## src/rtl/sqw_pkg.sv

```systemverilog
package sqw_pkg;

  typedef enum logic [1:0] {
    RATE_SLOW = 2'b00,
    RATE_4K   = 2'b01,
    RATE_8K   = 2'b10,
    RATE_32K  = 2'b11
  } rate_e;

  typedef struct packed {
    logic  static_lvl;
    logic  stop_flag;
    logic  wave_en;
    rate_e rate;
  } ctrl_t;

  localparam int BIT_LVL  = 7;
  localparam int BIT_FLAG = 5;
  localparam int BIT_EN   = 4;

  localparam ctrl_t CTRL_RESET = '{static_lvl: 1'b1, stop_flag: 1'b1,
                                   wave_en: 1'b1, rate: RATE_32K};

  function automatic logic [7:0] pack_ctrl(input ctrl_t c);
    logic [7:0] v;
    v           = '0;
    v[BIT_LVL]  = c.static_lvl;
    v[BIT_FLAG] = c.stop_flag;
    v[BIT_EN]   = c.wave_en;
    v[1:0]      = c.rate;
    return v;
  endfunction

endpackage

```

## src/rtl/sqw_divider.sv

```systemverilog
module sqw_divider #(
  parameter int DIV_W = 16
) (
  input  logic             clk,
  input  logic             rst_n,
  input  logic             run,
  output logic [DIV_W-1:0] count,
  output logic             tick
);
  localparam logic [DIV_W-1:0] CNT_MAX = '1;

  always_ff @(posedge clk or negedge rst_n) begin
    if (!rst_n) begin
      count <= '0;
      tick  <= 1'b0;
    end else begin
      tick <= run && (count == CNT_MAX);
      if (run) count <= count + 1'b1;
    end
  end
endmodule

```

## src/rtl/sqw_ctrl_reg.sv

```systemverilog
module sqw_ctrl_reg
  import sqw_pkg::*;
(
  input  logic       clk,
  input  logic       rst_n,
  input  logic       wr_en,
  input  logic [7:0] wr_data,
  input  logic       stop_seen,
  output ctrl_t      ctrl
);
  logic unused_wr_bits;
  assign unused_wr_bits = ^{wr_data[6], wr_data[3:2]};

  always_ff @(posedge clk or negedge rst_n) begin
    if (!rst_n) begin
      ctrl <= CTRL_RESET;
    end else begin
      if (wr_en) begin
        ctrl.static_lvl <= wr_data[BIT_LVL];
        ctrl.wave_en    <= wr_data[BIT_EN];
        ctrl.rate       <= rate_e'(wr_data[1:0]);
      end
      if (stop_seen)
        ctrl.stop_flag <= 1'b1;
      else if (wr_en && !wr_data[BIT_FLAG])
        ctrl.stop_flag <= 1'b0;
    end
  end
endmodule

```

## src/rtl/sqw_wave_sel.sv

```systemverilog
module sqw_wave_sel
  import sqw_pkg::*;
#(
  parameter int DIV_W = 16
) (
  input  logic [DIV_W-1:0] count,
  input  logic             wave_en,
  input  logic             static_lvl,
  input  rate_e            rate,
  output logic             level
);
  localparam int NUM_RATES = 4;
  localparam int TAP_IDX [NUM_RATES] = '{DIV_W-1, 3, 2, 0};

  logic [NUM_RATES-1:0] taps;
  logic                 unused_cnt;
  assign unused_cnt = ^count;

  for (genvar i = 0; i < NUM_RATES; i++) begin : g_tap
    assign taps[i] = count[TAP_IDX[i]];
  end

  always_comb begin
    if (wave_en) level = taps[rate];
    else         level = static_lvl;
  end
endmodule

```

## src/rtl/sqw_osc_ctrl.sv

```systemverilog
module sqw_osc_ctrl
  import sqw_pkg::*;
#(
  parameter int DIV_W = 16
) (
  input  logic       clk,
  input  logic       rst_n,
  input  logic       osc_stopped,
  input  logic       osc_disable,
  input  logic       wr_en,
  input  logic [7:0] wr_data,
  output logic [7:0] rd_data,
  output logic       sqw_level,
  output logic       sec_tick
);
  ctrl_t            ctrl;
  logic [DIV_W-1:0] count;
  logic             stop_seen;

  assign stop_seen = osc_stopped | osc_disable;

  sqw_ctrl_reg u_reg (
    .clk(clk), .rst_n(rst_n), .wr_en(wr_en), .wr_data(wr_data),
    .stop_seen(stop_seen), .ctrl(ctrl)
  );

  sqw_divider #(.DIV_W(DIV_W)) u_div (
    .clk(clk), .rst_n(rst_n), .run(!stop_seen), .count(count), .tick(sec_tick)
  );

  sqw_wave_sel #(.DIV_W(DIV_W)) u_sel (
    .count(count), .wave_en(ctrl.wave_en), .static_lvl(ctrl.static_lvl),
    .rate(ctrl.rate), .level(sqw_level)
  );

  assign rd_data = pack_ctrl(ctrl);
endmodule

```

## config.mk

```make
export PLATFORM = sky130hd
export DESIGN_NAME = sqw_osc_ctrl
export DESIGN_NICKNAME = d
export VERILOG_FILES = /design/src/rtl/sqw_pkg.sv /design/src/rtl/sqw_divider.sv /design/src/rtl/sqw_ctrl_reg.sv /design/src/rtl/sqw_wave_sel.sv /design/src/rtl/sqw_osc_ctrl.sv
export SDC_FILE = /design/constraint.sdc
export NUM_CORES = 1
export LEC_CHECK = 0
export BUFFER_PORTS_ARGS = -buffer_cell sky130_fd_sc_hd__buf_2
export CORE_MARGIN = 5
export CORE_UTILIZATION = 40
export DETAILED_ROUTE_END_ITERATION = 7
export GPL_TIMING_DRIVEN = 0
export PLACE_DENSITY = 0.7
export SYNTH_ARGS = -nofsm -noshare
export SYNTH_HDL_FRONTEND = slang
export SYNTH_SLANG_ARGS = --single-unit
```

## constraint.sdc

```tcl
create_clock -name clk -period 1.6 [get_ports clk]
set_input_delay 0.32 -clock clk [delete_from_list [all_inputs] [get_ports clk]]
set_output_delay 0.32 -clock clk [all_outputs]
set_load 0.02 [all_outputs]
```

After elaboration in Yosys (flattened, before gate mapping)

Index checks and enable logic that the tools add are counted.

Register bits after elaboration: 22
Input bits: 13
Output and inout port bits: 10
Word-level logic and storage cells: 20

Add/subtract/negate cells: 1
$lt $le $gt $ge: 1
Equality and inequality tests: 1
Mux-type cells: 5
Bitwise gates (word level): 1
Reduce and logical (&&, ||, !) cells: 5

Operators with widths:

| operator                                                             | count |
|---|---|
| 16-bit by 1-bit adder with 16-bit output, second input constant      | 1 |
| 16-bit == test, second input constant                                | 1 |
| 1-bit two-way mux                                                    | 4 |
| 2-bit by 3-bit < comparator with 1-bit output, second input constant | 1 |
| 1-bit binary-select mux with 2-bit select                            | 1 |
| 1-bit logical AND                                                    | 2 |
| 1-bit zero test                                                      | 2 |
| 2-bit nonzero test                                                   | 1 |
| 1-bit OR                                                             | 1 |

Depth between registers and ports, before layout

Word-level depth: 4
Gate-level depth with buffers: 5

By module

From an unflattened synthesis, not the netlist that was laid out.

Cell total of the unflattened synthesis: 88
Area total of the unflattened synthesis: 1,054.8 µm²

Modules (own cells, without submodules):

| module       | instances | cells each | area an instance (µm²) |
|---|---|---|---|
| sqw_divider  | 1         | 65         | 777.0 |
| sqw_ctrl_reg | 1         | 11         | 190.2 |
| sqw_wave_sel | 1         | 6          | 51.3 |
| sqw_osc_ctrl | 1         | 6          | 36.3 |

Worst setup path after synthesis

OpenSTA, ideal clock, no wires.

Path type: reg2out
From: register, netlist name u_reg.ctrl[1]
To: output sqw_level
Arrival time: 1.408 ns
Required time: 1.280 ns
Path slack: -0.128 ns
Cell stages (with the launch flop): 3
Buffers on the path: 0
Cells stage by stage: dfstp_2 mux4_2 mux2_2

Word-level cells in the longest chain between the ends: 3

RTL lines:

| what                                      | RTL line           | RTL |
|---|---|---|
| 1-bit binary-select mux with 2-bit select | sqw_wave_sel.sv:24 | `if (wave_en) level = taps[rate];` |
| 1-bit two-way mux (implied by the code)   | sqw_wave_sel.sv:24 |  |
| 1-bit two-way mux                         | sqw_wave_sel.sv:24 |  |
| end, declared                             | sqw_osc_ctrl.sv:13 | `output logic sqw_level,` |

Every way passes these cells. The select of a mux whose other input is x is not followed.

Worst setup path after layout

From: register, netlist name u_reg.ctrl[1]
To: output sqw_level

Word-level cells in the longest chain between the ends: 3

RTL lines:

| what                                      | RTL line |
|---|---|
| 1-bit binary-select mux with 2-bit select | sqw_wave_sel.sv:24 |
| 1-bit two-way mux (implied by the code)   | sqw_wave_sel.sv:24 |
| 1-bit two-way mux                         | sqw_wave_sel.sv:24 |

Every way passes these cells. The select of a mux whose other input is x is not followed.

==> summary.txt <==
Power
  – Pint: 956 uW
  – Switching share of power: 0.302
  – PD cells: 1110 nW/um^2
  – Leak pwr: 0.000585 uW
  – Logic pwr share: 0.222
  – Max IR drop VDD: 874 uV
  – Net Sw Power: 414 uW
  – Final Power: 1370 uW
  – Flop pwr share: 0.562
  – Clock power share: 0.217

Run
  – Max-cap violations: 0

Worst hold path
  – HP Class: in2reg
  – Count of cells along the worst hold path: 2

Clocking
  – CTS Sinks: 22
  – Clk pin slew, worst setup/hold paths: 0.12 ns
  – Maximum clock path buffer count: 2
  – H-Tree Depth: 1
  – Inserted Clock Buffers: 3
  – CTS Root Cell: clkbuf_4
  – Worst skew pair latency: 0.30 ns
  – CTS tree: yes

Worst setup path
  – Critical path class: reg2out
  – CP cell instances: mux4_2 > mux2_4 > buf_6
  – Crit-path slowest cell: dfstp_2
  – Crit-path max FO: 3
  – Worst EP arrival: 1.76 ns
  – CP Depth: 3
  – Reg2reg path depth: 5
  – Top cell family by delay on the critical path: multiplexers
  – Startpoint Class: register
  – Max incr delay on CP: 0.57 ns
  – CP Capture Type: output port
  – Crit path buf inv count: 1
  – CP Data Required Time: 1.28 ns

Synthesis
  – Asr flop ratio synth: 1.00
  – Seq/Total Area, Yosys: 0.548
  – Area fraction of the dominant cell type after synthesis: 0.419
  – Synth area leaders: dfrtp_1 42%, dfstp_2 13%, xnor2_1 9.5%
  – Leading area contributor after synthesis: dfrtp_1
  – Main synth FF type: dfrtp_1
  – Yosys Warn Count: 0
  – Syn Inst Count: 80
  – Leading cell types by count after synthesis: 17 x dfrtp_1, 11 x xnor2_1, 8 x nand2_1, 6 x mux2_2
  – Yosys reg bits: 22
  – Avg Inst Size Synth: 12.7 sq um
  – Most frequent cell after synthesis: dfrtp_1
  – Distinct cells, synth: 23
  – Syn Std Cell Area: 1020 sq um
  – EDFF count, synth: 0

Outcome
  – Failing checks: negative setup slack
  – Status: complete, but fails checks

STA
  – Final hold violation count: 0
  – Final max-slew violation count: 0
  – Min Hold Slack: 0.244 ns
  – Count of final setup violators: 1
  – Clk_skew: 0.00499 ns
  – Tcrit/Tclk final: 1.30
  – Setup slack after layout: -0.481 ns
  – Clock period minus worst slack: 2.08 ns
  – Achievable clock frequency: 0.480 GHz
  – Unrepaired setup endpoints after global routing: true

Finish
  – Final Util: 0.501
  – Cell Count, Final, Fillers Out: 134
  – Fraction of layout cells with a size suffix above 1: 0.423
  – Area delta synth->final: 21.1%
  – N_diodes: 0
  – Nets@finish: 119

Die
  – Die ar.: 3650 sq um
  – Site Rows: 18
  – Die width: 60.4 um
  – Die height: 60.4 um
  – I/O pins: 23
  – Starting density of the core: 0.414
  – Core Area: 2450 sq um

Placement
  – Final GP Congestion: 0.717
  – Port-buffer cells: 16
  – HPWL Detailed: 1230 um
  – Dpl cells: 128

Detailed routing
  – Routed WL: 1580 um
  – Number of remaining DRC errors: 0
  – Wire per inst: 11.8 um
  – Antenna Violating Nets Remaining: 0
  – Vias per cell: 4.62
  – DR pass1 iterations: 4
  – Via Count: 619
  – Drt initial violations: 4

GRT
  – Vias in the first global route: 658
  – Largest net degree at the start of global routing: 23
  – First-pass GRT wire length: 2670 um
  – Antenna violations before repair: 0
  – Total track usage: 0.0973
  – Total grt overflow: 0
registers in the layout (all words and copies together) (netlist names):
signal	count
u_div.count	16
u_div.tick	1
u_reg.ctrl	5
cells in the final DEF (no fill, tap or decap), drive strengths merged, types with 2 or more instances in the layout:
cell type	synthesis	routed
buf	5	22
dfrtp	17	17
xnor2	11	11
nand2	8	8
mux2	6	6
dfstp	5	5
nor2	4	4
xor2	4	4
nand3	4	4
clkbuf	0	4
nand4	3	3
conb	1	3
and3	2	2
per-stage QoR:
step / setup slack (ns) / setup TNS [ns] / cell area (sq um)
finish: -0.481 / -0.481 / 1230
global route: -0.559 / -0.559 / 1230
CTS: -0.505 / -0.505 / 1210
detailed placement: -0.165 / -0.167 / 1140
global placement: -0.166 / -0.166 / 1140
floorplan: -0.106 / -0.106 / 1030
worst reg2reg max path, cell delays in order, from the launching register on:
cell and delay (ns):
dfrtp_1 0.44, ha_2 0.26, nand4bb_4 0.14, nor3_4 0.24, and3_1 0.20, xor2_1 0.15
power groups by stage:
| stage | logic (uW) | clock network [uW] | registers, uW |
|---|---|---|---|
| 4_1_cts | 290 | 314 | 764 |
| 3_5_place_dp | 274 | 0 | 775 |
| 6_report | 304 | 297 | 769 |
| 5_1_grt | 343 | 344 | 790 |
| 2_1_floorplan | 204 | 0 | 755 |
| 3_3_place_gp | 269 | 0 | 769 |
final timing paths:
path / from / endpoint / slack (ns)
worst min register to register: u_div.count[11]$_DFFE_PN0N_ / u_div.count[11]$_DFFE_PN0N_ / 0.48
worst max-delay path: u_reg.ctrl[1]$_DFFE_PN1P_ / sqw_level / -0.48
min in group asynchronous: rst_n / u_div.count[6]$_DFFE_PN0N_ / 0.49
worst min-delay path: wr_data[1] / u_reg.ctrl[1]$_DFFE_PN1P_ / 0.24
worst max register to register: u_div.count[0]$_DFFE_PN0N_ / u_div.count[10]$_DFFE_PN0N_ / 0.10
max in group asynchronous: rst_n / u_reg.ctrl[1]$_DFFE_PN1P_ / 0.77
logic make-up after synthesis:
group,Yosys count,share of synthesized area
AO/OA/AOI/OAI,1,0.00492
XOR/XNOR,15,0.129
adder cells (fa/ha/maj),1,0.0123
buffers and inverters,6,0.0406
flip-flops,22,0.548
multiplexers,7,0.0887
other,1,0.00369
AND/OR/NAND/NOR,27,0.172
cell type report:
class                   instances  area, sq um
flip-flops and latches         22          557
well taps                      30         37.5
repair buffers                 18          104
plain buffers                   5         37.5
multi-input cells              54          454
clock buffers                   4         36.3
fillers                       224         1220
inverters                       1         3.75
routing by layer:
| layer | GRT usage | wire [um] |
|---|---|---|
| met5 | 0 | 0 |
| met4 | 0.0380 | 0 |
| met3 | 0.0191 | 49 |
| met2 | 0.173 | 876 |
| met1 | 0.115 | 656 |
what timing repair did:
item,in CTS,in global routing
pin swaps,1,0
gates cloned,0,0
buffers inserted,1,0
endpoints found under the setup margin,2,5
hold buffers,1,0
gates resized for setup,3,2
hold endpoints to repair,17,0
(Power assumes the default switching activity.)
